### config.mk
export PLATFORM = sky130hd
export DESIGN_NAME = vidctl_regfile
export DESIGN_NICKNAME = d
export VERILOG_FILES = /design/src/rtl/vidctl_pkg.sv /design/src/rtl/vidctl_timing_bank.sv /design/src/rtl/vidctl_strobe.sv /design/src/rtl/vidctl_irq.sv /design/src/rtl/vidctl_regfile.sv
export SDC_FILE = /design/constraint.sdc
export NUM_CORES = 1
export LEC_CHECK = 0
export BUFFER_PORTS_ARGS = -buffer_cell sky130_fd_sc_hd__buf_2
export CAP_MARGIN = 20
export CORE_ASPECT_RATIO = 1.4
export CORE_MARGIN = 10
export CORE_UTILIZATION = 54
export DETAILED_ROUTE_END_ITERATION = 12
export PLACE_DENSITY_LB_ADDON = 0.15
export SYNTH_ARGS = -nofsm -noshare
export SYNTH_HDL_FRONTEND = slang
export SYNTH_SLANG_ARGS = --single-unit
### constraint.sdc
create_clock -name clk -period 4.99 [get_ports clk]
set_input_delay 0.998 -clock clk [delete_from_list [all_inputs] [get_ports clk]]
set_output_delay 0.998 -clock clk [all_outputs]
set_load 0.05 [all_outputs]
### src/rtl/vidctl_pkg.sv
// Shared constants for the video control register bank.
// Assumes a 32-bit big-endian host bus; bit positions here are behavioural.
package vidctl_pkg;
    localparam int IDX_W      = 8;
    localparam int TCTL_W     = 11;
    localparam int TCTL_RST   = 0;
    localparam int TCTL_DIS   = 1;
    localparam int MISC_W     = 12;
    localparam int MISC_UNBLK = 3;
    localparam int IEN_W      = 4;
    localparam int IEN_VBL    = 0;
    localparam int IEN_CLR    = 2;
    localparam int FBASE_W    = 22;
    localparam logic [FBASE_W-1:0] FBASE_MASK = 22'h3FFFE0;
    localparam int PITCH_W    = 15;
    localparam logic [PITCH_W-1:0] PITCH_MASK = 15'h7FE0;
    localparam int DIV_W      = 2;
    localparam int SENSE_W    = 6;
    localparam int MONID_W    = 3;

    // Reverse the byte order of a 32-bit bus word.
    function automatic logic [31:0] bswap32(input logic [31:0] v);
        return {v[7:0], v[15:8], v[23:16], v[31:24]};
    endfunction
endpackage

### src/rtl/vidctl_timing_bank.sv
// Timing parameter slots. Each slot keeps a per-slot number of low bits.
// Assumes write data is already byte-reversed; err_o pulses one cycle after
// a write carrying bits above the addressed slot's kept width.
module vidctl_timing_bank #(
    parameter int NTIM      = 16,
    parameter int TW        = 12,
    parameter int PIPE_SLOT = 7,
    parameter int PIPE_W    = 10,
    parameter int HEQ_SLOT  = 13,
    parameter int HEQ_W     = 8
) (
    input  logic                     clk,
    input  logic                     rst_n,
    input  logic                     wr_en,
    input  logic [$clog2(NTIM)-1:0]  slot,
    input  logic [31:0]              wdata,
    output logic [NTIM*TW-1:0]       vals,
    output logic                     err_o
);
    localparam int SW = $clog2(NTIM);

    logic [NTIM-1:0] over;

    for (genvar k = 0; k < NTIM; k++) begin : g_slot
        localparam int KW = (k == PIPE_SLOT) ? PIPE_W : ((k == HEQ_SLOT) ? HEQ_W : TW);
        logic [TW-1:0] r;
        // Capture the kept bits of a write to this slot.
        always_ff @(posedge clk) begin
            if (!rst_n)
                r <= '0;
            else if (wr_en && slot == SW'(k))
                r <= TW'(wdata[KW-1:0]);
        end
        assign vals[k*TW +: TW] = r;
        assign over[k] = |wdata[31:KW];
    end

    // Flag a write that carried bits the addressed slot drops.
    always_ff @(posedge clk) begin
        if (!rst_n)
            err_o <= 1'b0;
        else
            err_o <= wr_en && over[slot];
    end
endmodule

### src/rtl/vidctl_strobe.sv
// Timing control register and display-enable handshake.
// The display state changes only once two rising edges of the reset-timing bit
// have been seen since the disable-timing bit last changed.
module vidctl_strobe
    import vidctl_pkg::*;
(
    input  logic              clk,
    input  logic              rst_n,
    input  logic              wr_en,
    input  logic [TCTL_W-1:0] wdata,
    output logic [TCTL_W-1:0] ctl_o,
    output logic              disp_o
);
    logic [1:0]        cnt;
    logic [1:0]        cnt_up;
    logic [TCTL_W-1:0] diff;

    assign diff   = ctl_o ^ wdata;
    assign cnt_up = (cnt == 2'd2) ? 2'd2 : cnt + 2'd1;

    // Store the control word and run the strobe counter.
    always_ff @(posedge clk) begin
        if (!rst_n) begin
            ctl_o  <= '0;
            cnt    <= 2'd0;
            disp_o <= 1'b0;
        end else if (wr_en) begin
            ctl_o <= wdata;
            if (diff[TCTL_DIS]) begin
                cnt <= 2'd0;
            end else if (diff[TCTL_RST] && wdata[TCTL_RST]) begin
                cnt <= cnt_up;
                if (cnt_up == 2'd2)
                    disp_o <= !wdata[TCTL_DIS];
            end
        end
    end
endmodule

### src/rtl/vidctl_irq.sv
// Vertical-blank status and interrupt gating.
// Status follows edges of the blank line; a 1-to-0 change of the clear bit
// in the enable register drops it. A line edge wins over a same-cycle clear.
module vidctl_irq
    import vidctl_pkg::*;
(
    input  logic             clk,
    input  logic             rst_n,
    input  logic             vbl_line,
    input  logic             ien_wr,
    input  logic [IEN_W-1:0] ien_new,
    output logic [IEN_W-1:0] ien_o,
    output logic             stat_o,
    output logic             irq_o
);
    logic vb_q;
    logic clr_evt;

    assign clr_evt = ien_wr && ien_o[IEN_CLR] && !ien_new[IEN_CLR];

    // Hold the interrupt enable bits.
    always_ff @(posedge clk) begin
        if (!rst_n)
            ien_o <= '0;
        else if (ien_wr)
            ien_o <= ien_new;
    end

    // Track line edges and the software clear.
    always_ff @(posedge clk) begin
        if (!rst_n) begin
            vb_q   <= 1'b0;
            stat_o <= 1'b0;
        end else begin
            vb_q <= vbl_line;
            if (vbl_line && !vb_q)
                stat_o <= 1'b1;
            else if (!vbl_line && vb_q)
                stat_o <= 1'b0;
            else if (clr_evt)
                stat_o <= 1'b0;
        end
    end

    assign irq_o = stat_o && ien_o[IEN_VBL];
endmodule

### src/rtl/vidctl_regfile.sv
// Video controller register bank: decode, masking, read mux, blank level
// and reconfigure pulse. Assumes single-cycle write strobes and registers
// at 16-byte strides, addressed by bus_idx = offset[11:4].
module vidctl_regfile
    import vidctl_pkg::*;
#(
    parameter int NTIM      = 16,
    parameter int TW        = 12,
    parameter int PIPE_SLOT = 7,
    parameter int PIPE_W    = 10,
    parameter int HEQ_SLOT  = 13,
    parameter int HEQ_W     = 8
) (
    input  logic                 clk,
    input  logic                 rst_n,
    input  logic                 bus_wr,
    input  logic                 bus_rd,
    input  logic [IDX_W-1:0]     bus_idx,
    input  logic [31:0]          bus_wdata,
    output logic [31:0]          bus_rdata,
    input  logic                 vbl_line,
    input  logic [MONID_W-1:0]   mon_id,
    output logic [NTIM*TW-1:0]   timing_vals,
    output logic [FBASE_W-1:0]   frame_base,
    output logic [PITCH_W-1:0]   row_pitch,
    output logic [MISC_W-1:0]    misc_en,
    output logic [DIV_W-1:0]     clk_div,
    output logic                 disp_on,
    output logic                 blank,
    output logic                 irq,
    output logic                 reconfig,
    output logic                 param_err
);
    localparam int SW = $clog2(NTIM);
    localparam logic [IDX_W-1:0] I_LINE  = 8'd0;
    localparam logic [IDX_W-1:0] I_TLO   = 8'd1;
    localparam logic [IDX_W-1:0] I_THI   = IDX_W'(NTIM);
    localparam logic [IDX_W-1:0] I_CTEST = IDX_W'(NTIM + 1);
    localparam logic [IDX_W-1:0] I_TCTL  = IDX_W'(NTIM + 2);
    localparam logic [IDX_W-1:0] I_FBASE = IDX_W'(NTIM + 3);
    localparam logic [IDX_W-1:0] I_PITCH = IDX_W'(NTIM + 4);
    localparam logic [IDX_W-1:0] I_SENSE = IDX_W'(NTIM + 5);
    localparam logic [IDX_W-1:0] I_MISC  = IDX_W'(NTIM + 6);
    localparam logic [IDX_W-1:0] I_DIV   = IDX_W'(NTIM + 7);
    localparam logic [IDX_W-1:0] I_REFR  = IDX_W'(NTIM + 8);
    localparam logic [IDX_W-1:0] I_IEN   = IDX_W'(NTIM + 9);
    localparam logic [IDX_W-1:0] I_ISTAT = IDX_W'(NTIM + 10);

    logic [31:0]          wsw;
    logic                 is_tim;
    logic [SW-1:0]        slot;
    logic [TCTL_W-1:0]    tctl;
    logic [SENSE_W-1:0]   sense_q;
    logic [IEN_W-1:0]     ien_q;
    logic                 vbl_stat;
    logic                 geo_wr;
    logic [31:0]          rd_val;
    logic [TW-1:0]        tim_rd;

    assign wsw    = bswap32(bus_wdata);
    assign is_tim = (bus_idx >= I_TLO) && (bus_idx <= I_THI);
    assign slot   = SW'(bus_idx - I_TLO);
    assign geo_wr = bus_wr && (is_tim || bus_idx == I_FBASE || bus_idx == I_PITCH
                               || bus_idx == I_DIV);
    assign tim_rd = timing_vals[slot*TW +: TW];

    vidctl_timing_bank #(
        .NTIM(NTIM), .TW(TW), .PIPE_SLOT(PIPE_SLOT), .PIPE_W(PIPE_W),
        .HEQ_SLOT(HEQ_SLOT), .HEQ_W(HEQ_W)
    ) u_tim (
        .clk(clk), .rst_n(rst_n), .wr_en(bus_wr && is_tim), .slot(slot),
        .wdata(wsw), .vals(timing_vals), .err_o(param_err)
    );

    vidctl_strobe u_strobe (
        .clk(clk), .rst_n(rst_n), .wr_en(bus_wr && bus_idx == I_TCTL),
        .wdata(wsw[TCTL_W-1:0]), .ctl_o(tctl), .disp_o(disp_on)
    );

    vidctl_irq u_irq (
        .clk(clk), .rst_n(rst_n), .vbl_line(vbl_line),
        .ien_wr(bus_wr && bus_idx == I_IEN), .ien_new(wsw[IEN_W-1:0]),
        .ien_o(ien_q), .stat_o(vbl_stat), .irq_o(irq)
    );

    // Plain masked registers: frame base, pitch, divide, sense, enables.
    always_ff @(posedge clk) begin
        if (!rst_n) begin
            frame_base <= '0;
            row_pitch  <= '0;
            clk_div    <= '0;
            sense_q    <= '0;
            misc_en    <= '0;
        end else if (bus_wr) begin
            if (bus_idx == I_FBASE) frame_base <= wsw[FBASE_W-1:0] & FBASE_MASK;
            if (bus_idx == I_PITCH) row_pitch  <= wsw[PITCH_W-1:0] & PITCH_MASK;
            if (bus_idx == I_DIV)   clk_div    <= wsw[DIV_W-1:0];
            if (bus_idx == I_SENSE) sense_q    <= wsw[SENSE_W-1:0];
            if (bus_idx == I_MISC)  misc_en    <= wsw[MISC_W-1:0];
        end
    end

    // Blank level follows changes of the unblank enable bit.
    always_ff @(posedge clk) begin
        if (!rst_n)
            blank <= 1'b1;
        else if (bus_wr && bus_idx == I_MISC && (misc_en[MISC_UNBLK] ^ wsw[MISC_UNBLK]))
            blank <= !wsw[MISC_UNBLK];
    end

    // Pulse when display geometry is rewritten while running.
    always_ff @(posedge clk) begin
        if (!rst_n)
            reconfig <= 1'b0;
        else
            reconfig <= geo_wr && disp_on;
    end

    // Select the register value for a read.
    always_comb begin
        rd_val = '0;
        if (is_tim)
            rd_val = 32'(tim_rd);
        else begin
            case (bus_idx)
                I_TCTL:  rd_val = 32'(tctl);
                I_FBASE: rd_val = 32'(frame_base);
                I_PITCH: rd_val = 32'(row_pitch);
                I_SENSE: rd_val = 32'({mon_id, sense_q});
                I_MISC:  rd_val = 32'(misc_en);
                I_DIV:   rd_val = 32'(clk_div);
                I_IEN:   rd_val = 32'(ien_q);
                I_ISTAT: rd_val = 32'(vbl_stat);
                I_LINE, I_CTEST, I_REFR: rd_val = '0;
                default: rd_val = '0;
            endcase
        end
    end

    // Register read data in bus byte order.
    always_ff @(posedge clk) begin
        if (!rst_n)
            bus_rdata <= '0;
        else if (bus_rd)
            bus_rdata <= bswap32(rd_val);
    end
endmodule

==> results of run 1 <==
cell type report:
class / instances / area (um2)
Inverter: 13 / 48.8
Tap cell: 315 / 394
Sequential cell: 278 / 5570
Timing Repair Buffer: 326 / 1710
Fill cell: 2147 / 8770
Multi-Input combinational cell: 923 / 7200
Clock inverter: 12 / 113
Clock buffer: 37 / 793
synth_stat cells (4+ instances only):
cell type	n	share of area, %
o31a_1	4	0.26
nand3_1	29	1.1
o22ai_1	7	0.33
o211ai_1	4	0.22
nor4_1	6	0.28
and3_1	5	0.23
mux4_2	40	6.7
ha_1	7	0.65
a21boi_0	63	3.5
a22oi_1	6	0.34
mux2i_1	214	16
mux2_2	7	0.59
buf_1	4	0.11
nor4_4	7	1.1
dfxtp_1	278	42
o21a_1	5	0.28
clkbuf_1	79	2.2
nand2b_1	4	0.19
nor2b_1	207	9.7
a22o_1	6	0.39
o21ai_0	21	0.78
inv_1	12	0.34
nand3b_1	5	0.28
nor3_1	12	0.45
nor2_1	18	0.50
buf_4	33	1.8
buf_2	23	0.86
nand2_1	129	3.6
nand4_1	11	0.51
a31oi_1	6	0.28
or4_1	6	0.34
o221a_2	8	0.67
a21oi_1	20	0.75
cells in the final DEF (no fill, tap or decap), types with 3 or more instances in the layout:
master     instances
o22a_1             3
mux2i_1          214
nor4_2             3
o22ai_1            7
clkinv_2           9
a22oi_1            6
nand3_1           29
o221a_2            8
mux4_2            40
o211ai_1           4
o31a_1             4
xnor2_1            3
nor3_2             3
nand3b_1           5
clkbuf_16         27
conb_1            26
o21ai_0           21
a21boi_0          63
ha_1               6
nor4_4             7
buf_4             24
clkbuf_8           8
inv_1             12
a21oi_1           20
nand2_1          129
nor2_1            18
nand4_1           11
nand2b_1           4
nor4_1             5
and3_1             5
or4_1              6
mux2_2             7
buf_2            300
a31oi_1            6
dfxtp_1          278
o21a_1             5
nor3_1            10
a22o_1             6
nor2b_1          207
report_power, final:
| part | internal, mW | switching, mW |
|---|---|---|
| clock | 1.21 | 0.884 |
| sequential | 2.23 | 0.00577 |
| combinational | 0.116 | 0.275 |
| total | 3.55 | 1.16 |
registers in the layout, summed over array words and instances (netlist names), 2 cells and up:
signal / flops
bus_rdata: 22
row_pitch: 10
u_irq.ien_o: 4
u_strobe.ctl_o: 11
frame_base: 17
misc_en: 12
sense_q: 6
u_tim.g_slot.r: 186
clk_div: 2
u_strobe.cnt: 2
critical path, stage by stage:
cell      delay, ns
buf_2          0.36
or4_1          0.74
nand2_2        0.74
mux2i_1        0.57
o221ai_1       0.23
o221a_2        0.29
path summary, 6_finish.rpt:
path | from | end | cells after the start
worst max-delay path | bus_idx[2] | bus_rdata[27]$_SDFFE_PN0P_ | 6
worst min-delay path | u_strobe.ctl_o[5]$_SDFFE_PN0P_ | u_strobe.ctl_o[5]$_SDFFE_PN0P_ | 2
worst max register to register | u_tim.g_slot[14].r[2]$_SDFFE_PN0P_ | bus_rdata[26]$_SDFFE_PN0P_ | 4
worst min register to register | u_strobe.ctl_o[5]$_SDFFE_PN0P_ | u_strobe.ctl_o[5]$_SDFFE_PN0P_ | 2
cells by family after synthesis:
logic type | Yosys count | share of synthesized area (%)
and+or+nand+nor | 454 | 19.2
muxes | 261 | 23.3
other | 1 | 0.0280
DFF | 278 | 41.5
xor gates and xnor gates | 4 | 0.318
buffers and inverters | 155 | 5.65
AOI/OAI and AO/OA | 171 | 9.29
adders and majority gates | 7 | 0.654
layer usage:
| layer | routed length, um | share of wire (%) |
|---|---|---|
| met2 | 21500 | 49 |
| met1 | 17000 | 39 |
| met5 | 0 | 0 |
| met4 | 1640 | 3.7 |
| met3 | 3790 | 8.6 |
==> impl_metrics.env, run 1 <==
export IMPL_first_pass_iters=5
export IMPL_synth_edff_count=0
export IMPL_power_density_nw_per_um2=298
export IMPL_cts_sinks=278
export IMPL_dieArea_um2=31600
export IMPL_post_cts_setup_buffers=0
export IMPL_syn_avg_cell_area_um2=10.1
export IMPL_finalClockSkew_ns=0.00795
export IMPL_setup_violations=0
export IMPL_hold_buffers=0
export IMPL_ios=328
export IMPL_power_leakage_nw=6.80
export IMPL_cts_buffer_depth=3
export IMPL_ir_drop_uv=341
export IMPL_vias_per_cell=5.67
export IMPL_die_h_um=206
export IMPL_vias=10800
export IMPL_grt_met3_usage_pct=7.06
export IMPL_worst_slack_ns=1.45
export IMPL_area_growth_pct=18.1
export IMPL_ys_async_sr_fraction_pct=0
export IMPL_nNetsFinal=1624
export IMPL_antenna_cells=0
export IMPL_postLayoutCellArea_um2=15800
export IMPL_routedWlPerCell_um=23.1
export IMPL_gp_congestion=0.878
export IMPL_yosysWarnings=0
export IMPL_critPathCaptureType="flop"
export IMPL_grt_usage_pct=26.2
export IMPL_wirelength_um=43900
export IMPL_cts_max_level=1
export IMPL_dp_slack_ns=0.929
export IMPL_syn_inst=1331
export IMPL_rrSetupSlack_ns=3.12
export IMPL_grtUsageMet2_pct=44.9
export IMPL_antenna_found_initial=0
export IMPL_finalCoreUtilization_pct=64.3
export IMPL_busiest_layer="met2"
export IMPL_place_inst=1855
export IMPL_cts_tree="done"
export IMPL_clockRootBuffer="clkbuf_16"
export IMPL_dpl_cell_area_um2=14900
export IMPL_num_rows=68
export IMPL_max_slew_margin_pct=32.1
export IMPL_grtUsageMet1_pct=30.4
export IMPL_grt_overflow_total=0
export IMPL_clk_pin_slew_ns=0.06
export IMPL_start_kind="input port"
export IMPL_core_um2=24600
export IMPL_drv_cap=0
export IMPL_holdWs_ns=0.464
export IMPL_numCtsBuffers=27
export IMPL_finalNonFillerCells=1904
export IMPL_io_buffers=301
export IMPL_grt_pass1_vias=10900
export IMPL_antenna_left=0
export IMPL_insertion_delay_ns=0.54
export IMPL_fin_crit_ns=3.54
export IMPL_tns_ns=0
export IMPL_required_ns=5.42
export IMPL_grt_first_pass_wirelength_um=66000
export IMPL_fmaxAchievable_mhz=282
export IMPL_die_w_um=153
export IMPL_critical_path_arrival_ns=3.97
export IMPL_rsz0062_at_grt="no"
export IMPL_ys_ff_latch=278
export IMPL_worstSetupPathType="input port to flop"
export IMPL_synthDistinctLibCells=64
export IMPL_grt_max_degree=165
export IMPL_drcViolationCount=0
export IMPL_final_max_slew_viol_count=0
export IMPL_synth_area_um2=13400
export IMPL_fin_crit_sh_pct=71.0
export IMPL_synthFlopType="dfxtp_1"
export IMPL_finalPower_mw=4.72
export IMPL_worstPathMaxFanout=36
export IMPL_hpwl_um=30900
export IMPL_status="finished clean"
export IMPL_initial_core_util_pct=54.5
export IMPL_cts_resized=0
export IMPL_initialDrtViolationCount=724
export IMPL_hold_path_class="flop to flop"
export IMPL_worstMarginPinSlew_ns=1.02
export IMPL_yosysSeqAreaShare_pct=41.5
export IMPL_final_hold_viol_count=0
export IMPL_layout_drive_gt1_share_pct=28.3
No activity file was read; power rests on OpenSTA's default activity.
==> run 2: changes to the inputs <==
- CORE_UTILIZATION: 54 -> 49
- clock period: 4.99 -> 2.9 ns (I/O delays scaled with it)
==> impl_metrics.env, run 2 (synthesis gave the netlist of run 1 again) <==
export IMPL_fin_crit_sh_pct=84.2
export IMPL_clk_pin_slew_ns=0.07
export IMPL_regMostFlops="u_tim.g_slot.r"
export IMPL_final_cell_mix="buf_2, dfxtp_1, mux2i_1, nor2b_1, nand2_1"
export IMPL_post_cts_setup_buffers=0
export IMPL_cts_max_level=1
export IMPL_grt_max_degree=99
export IMPL_insertion_delay_ns=0.55
export IMPL_power_density_nw_per_um2=493
export IMPL_drcViolationCount=0
export IMPL_fmaxAchievable_mhz=410
export IMPL_ios=328
export IMPL_drv_cap=0
export IMPL_worstPathMaxFanout=32
export IMPL_comb_power_share_pct=9.1
export IMPL_core_um2=26900
export IMPL_power_leakage_nw=7.19
export IMPL_setup_violations=0
export IMPL_hpwl_um=33600
export IMPL_grt_usage_pct=25.6
export IMPL_required_ns=3.35
export IMPL_layout_drive_gt1_share_pct=31.2
export IMPL_cts_buffer_depth=3
export IMPL_critical_path_arrival_ns=2.89
export IMPL_area_growth_pct=23.7
export IMPL_slowest_stage="mux4_2"
export IMPL_die_w_um=160
export IMPL_cp_top_family="buffers and inverters"
export IMPL_pwr_share_seq_pct=47.0
export IMPL_largest_reg_flops=186
export IMPL_path_buf_inv=3
export IMPL_start_kind="input port"
export IMPL_hold_buffers=0
export IMPL_cts_resized=0
export IMPL_antenna_left=0
export IMPL_ir_drop_uv=419
export IMPL_status="finished clean"
export IMPL_netSwitchingFraction_pct=25.0
export IMPL_die_h_um=216
export IMPL_final_hold_viol_count=0
export IMPL_dieArea_um2=34400
export IMPL_cpMostUsedCell="buf_4"
export IMPL_cts_sinks=278
export IMPL_grt_overflow_total=0
export IMPL_routedWlPerCell_um=22.8
export IMPL_gp_congestion=0.913
export IMPL_fin_crit_ns=2.44
export IMPL_finalPower_mw=8.17
export IMPL_critPathCaptureType="flop"
export IMPL_cell_internal_pwr_mw=6.13
export IMPL_clockRootBuffer="clkbuf_16"
export IMPL_final_max_slew_viol_count=0
export IMPL_vias_per_cell=5.53
export IMPL_power_switching_mw=2.04
export IMPL_antenna_found_initial=1
export IMPL_io_buffers=301
export IMPL_rsz0062_at_grt="no"
export IMPL_finalNonFillerCells=2021
export IMPL_finalClockSkew_ns=0.00762
export IMPL_grt_first_pass_wirelength_um=70200
export IMPL_place_inst=1973
export IMPL_initial_core_util_pct=49.8
export IMPL_pwr_share_clk_pct=43.9
export IMPL_final_common_cell="buf_2"
export IMPL_path_cells="buf_2 > buf_4 > buf_4 > mux4_2 > mux2i_1 > o22ai_1 > o221a_2"
export IMPL_largest_registers="u_tim.g_slot.r: 186 flops, bus_rdata: 22 flops, frame_base: 17 flops"
export IMPL_worstMarginPinSlew_ns=0.813
export IMPL_first_pass_iters=5
export IMPL_grt_pass1_vias=11400
export IMPL_num_rows=71
export IMPL_vias=11200
export IMPL_r2r_cells=4
export IMPL_antenna_cells=0
export IMPL_initialDrtViolationCount=810
export IMPL_cp_depth=7
export IMPL_holdPathStages=2
export IMPL_numCtsBuffers=28
export IMPL_wirelength_um=46200
export IMPL_hold_path_class="input port to flop"
export IMPL_critPathMaxStageDelay_ns=0.59
export IMPL_cts_tree="done"
export IMPL_worstSetupPathType="input port to flop"
export IMPL_max_slew_margin_pct=45.4
export IMPL_holdWs_ns=0.275
export IMPL_nNetsFinal=1693
run 2: per-stage QoR:
step / area [um2] / utilization (%) / TNS (ns) / setup slack, ns
floorplan: 13500 / - / 0 / 0.0128
global placement: 15700 / 58.2 / -0.140 / -0.0664
detailed placement: 15700 / 58.2 / -0.190 / -0.0709
CTS: 16600 / 61.6 / 0 / 0.476
global route: 16600 / 61.6 / 0 / 0.328
finish: 16600 / 61.6 / 0 / 0.459
run 2: final timing paths:
| check | start | endpoint | slack [ns] |
|---|---|---|---|
| setup / recovery | bus_idx[0] | bus_rdata[31]$_SDFFE_PN0P_ | 0.46 |
| hold / removal | vbl_line | u_irq.vb_q$_SDFF_PN0_ | 0.28 |
| setup reg to reg | u_tim.g_slot[12].r[3]$_SDFFE_PN0P_ | bus_rdata[27]$_SDFFE_PN0P_ | 1.20 |
| hold reg to reg | u_strobe.ctl_o[5]$_SDFFE_PN0P_ | u_strobe.ctl_o[5]$_SDFFE_PN0P_ | 0.46 |
run 2: layout make-up:
type | count | area (um2)
Fill cell | 2347 | 10300
Tap cell | 365 | 457
Inverter | 13 | 50.0
Clock buffer | 40 | 827
Timing Repair Buffer | 394 | 2390
Clock inverter | 8 | 70.1
Sequential cell | 278 | 5570
Multi-Input combinational cell | 923 | 7220
run 2: routing by layer:
| metal | vias to the layer above | track usage (%) | part of all wire (%) |
|---|---|---|---|
| li1 | 5215 | - | - |
| met1 | 5437 | 31.2 | 41 |
| met2 | 443 | 43.7 | 49 |
| met3 | 78 | 5.49 | 7.0 |
| met4 | 2 | 9.16 | 3.3 |
| met5 | - | 0 | 0.028 |
run 2: power by group through the flow:
stage               clock (mW)  sequential (mW)  combinational [mW]
global placement             0             3.93               0.736
global route              3.79             3.84               0.781
floorplan                    0             3.97               0.485
CTS                       3.64             3.84               0.738
finish                    3.59             3.84               0.746
detailed placement           0             3.93               0.737
==> run 3: changes to the inputs <==
- CORE_UTILIZATION: 49 -> 54
- clock period: 2.9 -> 2.3 ns (I/O delays scaled with it)
==> impl_metrics.env, run 3 (synthesis gave the netlist of run 1 again) <==
export IMPL_grt_usage_pct=27.8
export IMPL_critPathMaxStageDelay_ns=0.39
export IMPL_critPathCaptureType="flop"
export IMPL_max_slew_margin_pct=55.1
export IMPL_largest_reg_flops=186
export IMPL_path_cells="buf_2 > inv_1 > buf_4 > ha_4 > xnor2_2 > buf_4 > nand3_1 > buf_4 > o21ai_0 > o221a_2"
export IMPL_gp_congestion=0.940
export IMPL_cp_startpoint="bus_idx[1]"
export IMPL_clk_pin_slew_ns=0.07
export IMPL_rsz0062_at_grt="no"
export IMPL_vias=11500
export IMPL_layout_drive_gt1_share_pct=33.0
export IMPL_first_pass_iters=6
export IMPL_cts_tree="done"
export IMPL_area_growth_pct=26.5
export IMPL_cts_resized=0
export IMPL_final_hold_viol_count=0
export IMPL_dieArea_um2=31600
export IMPL_ios=328
export IMPL_power_density_nw_per_um2=614
export IMPL_grt_max_degree=68
export IMPL_cpMostUsedCell="buf_4"
export IMPL_grt_pass1_vias=11800
export IMPL_cts_max_level=1
export IMPL_insertion_delay_ns=0.55
export IMPL_ir_drop_uv=607
export IMPL_routedWlPerCell_um=23.1
export IMPL_core_um2=24600
export IMPL_final_max_slew_viol_count=0
export IMPL_initial_core_util_pct=54.5
export IMPL_setup_violations=0
export IMPL_grt_first_pass_wirelength_um=69700
export IMPL_cts_buffer_depth=3
export IMPL_power_leakage_nw=7.42
export IMPL_tns_ns=0
export IMPL_num_rows=68
export IMPL_cts_sinks=278
export IMPL_fin_crit_sh_pct=90.9
export IMPL_nFillCells=1972
export IMPL_post_cts_setup_buffers=0
export IMPL_regMostFlops="u_tim.g_slot.r"
export IMPL_clockRootBuffer="clkbuf_16"
export IMPL_worstSetupPathType="input port to flop"
export IMPL_status="finished clean"
export IMPL_nNetsFinal=1735
export IMPL_hold_buffers=0
export IMPL_drv_cap=0
export IMPL_postLayoutCellArea_um2=16900
export IMPL_slowest_stage="o21ai_0"
export IMPL_antenna_cells=0
export IMPL_finalClockSkew_ns=0.0205
export IMPL_numCtsBuffers=28
export IMPL_vias_per_cell=5.72
export IMPL_fmaxAchievable_mhz=478
export IMPL_fin_crit_ns=2.09
export IMPL_initialDrtViolationCount=731
export IMPL_hold_path_class="input port to flop"
export IMPL_start_kind="input port"
export IMPL_antenna_left=0
export IMPL_crit_reg2reg_launch="u_tim.g_slot[12].r[6]$_SDFFE_PN0P_"
export IMPL_io_buffers=301
export IMPL_grt_overflow_total=0
export IMPL_antenna_found_initial=0
export IMPL_final_common_cell="buf_2"
export IMPL_wirelength_um=46600
export IMPL_die_h_um=206
export IMPL_min_delay_start="vbl_line"
export IMPL_worstPathMaxFanout=14
export IMPL_die_w_um=153
export IMPL_final_cell_mix="buf_2, dfxtp_1, mux2i_1, nor2b_1, nand2_1"
export IMPL_hpwl_um=34200
export IMPL_required_ns=2.79
export IMPL_dpl_cell_area_um2=16000
export IMPL_worstMarginPinSlew_ns=0.673
export IMPL_critical_path_arrival_ns=2.58
export IMPL_drcViolationCount=0
export IMPL_largest_registers="u_tim.g_slot.r: 186 flops, bus_rdata: 22 flops, frame_base: 17 flops"
## run 3: worst max-delay path: cells and delay by family
family	cells	cell delay, ns
compound gates	2	0.66
simple gates	1	0.20
fa+ha+maj	1	0.18
buf+inv	5	0.83
xor+xnor	1	0.24
## run 3: area by class of cell
type	count	area (um2)	share of cell area, %
Timing Repair Buffer	436	2760	16.3
Sequential cell	278	5570	32.9
Multi-Input combinational cell	923	7250	42.8
Inverter	13	61.3	0.362
Clock inverter	8	67.6	0.399
Tap cell	315	394	2.33
Clock buffer	43	838	4.95
## run 3: report_power, final
| part | leakage, nW | total (mW) | switching (mW) | internal, mW |
|---|---|---|---|---|
| Combinational | 4.74 | 1.02 | 0.648 | 0.368 |
| Clock | 0.448 | 4.54 | 1.93 | 2.61 |
| Sequential | 2.24 | 4.85 | 0.0161 | 4.83 |
## run 3: final timing paths
| kind | end | slack [ns] | depth (start not counted) |
|---|---|---|---|
| worst min-delay path | u_irq.vb_q$_SDFF_PN0_ | 0.16 | 2 |
| worst min register to register | u_strobe.ctl_o[6]$_SDFFE_PN0P_ | 0.47 | 2 |
| worst max-delay path | bus_rdata[24]$_SDFFE_PN0P_ | 0.21 | 10 |
| worst max register to register | bus_rdata[30]$_SDFFE_PN0P_ | 0.69 | 5 |
## run 3: through the flow
| stage | hold slack [ns] | util, % | cells | worst slack (ns) | power (mW) |
|---|---|---|---|---|---|
| 3_5_place_dp | 0.459 | 65.2 | 1965 | -0.267 | 5.95 |
| 3_3_place_gp | 0.448 | 65.2 | 1965 | -0.282 | 5.95 |
| 2_1_floorplan | 0.441 | - | 1356 | -0.142 | 5.64 |
| 4_1_cts | 0.147 | 68.9 | 2016 | 0.225 | 10.4 |
| 6_report | 0.155 | 68.9 | 2016 | 0.210 | 10.4 |
| 5_1_grt | 0.164 | 68.9 | 2016 | 0.101 | 10.7 |
## run 3: metal layers
metal  vias up  track usage [%]  part of all wire [%]
met5         -                0                     0
met4         0             11.5                   4.1
met3       103             5.35                   7.8
met2       556             47.8                    49
met1      5555             33.4                    39
li1       5318                -                     -
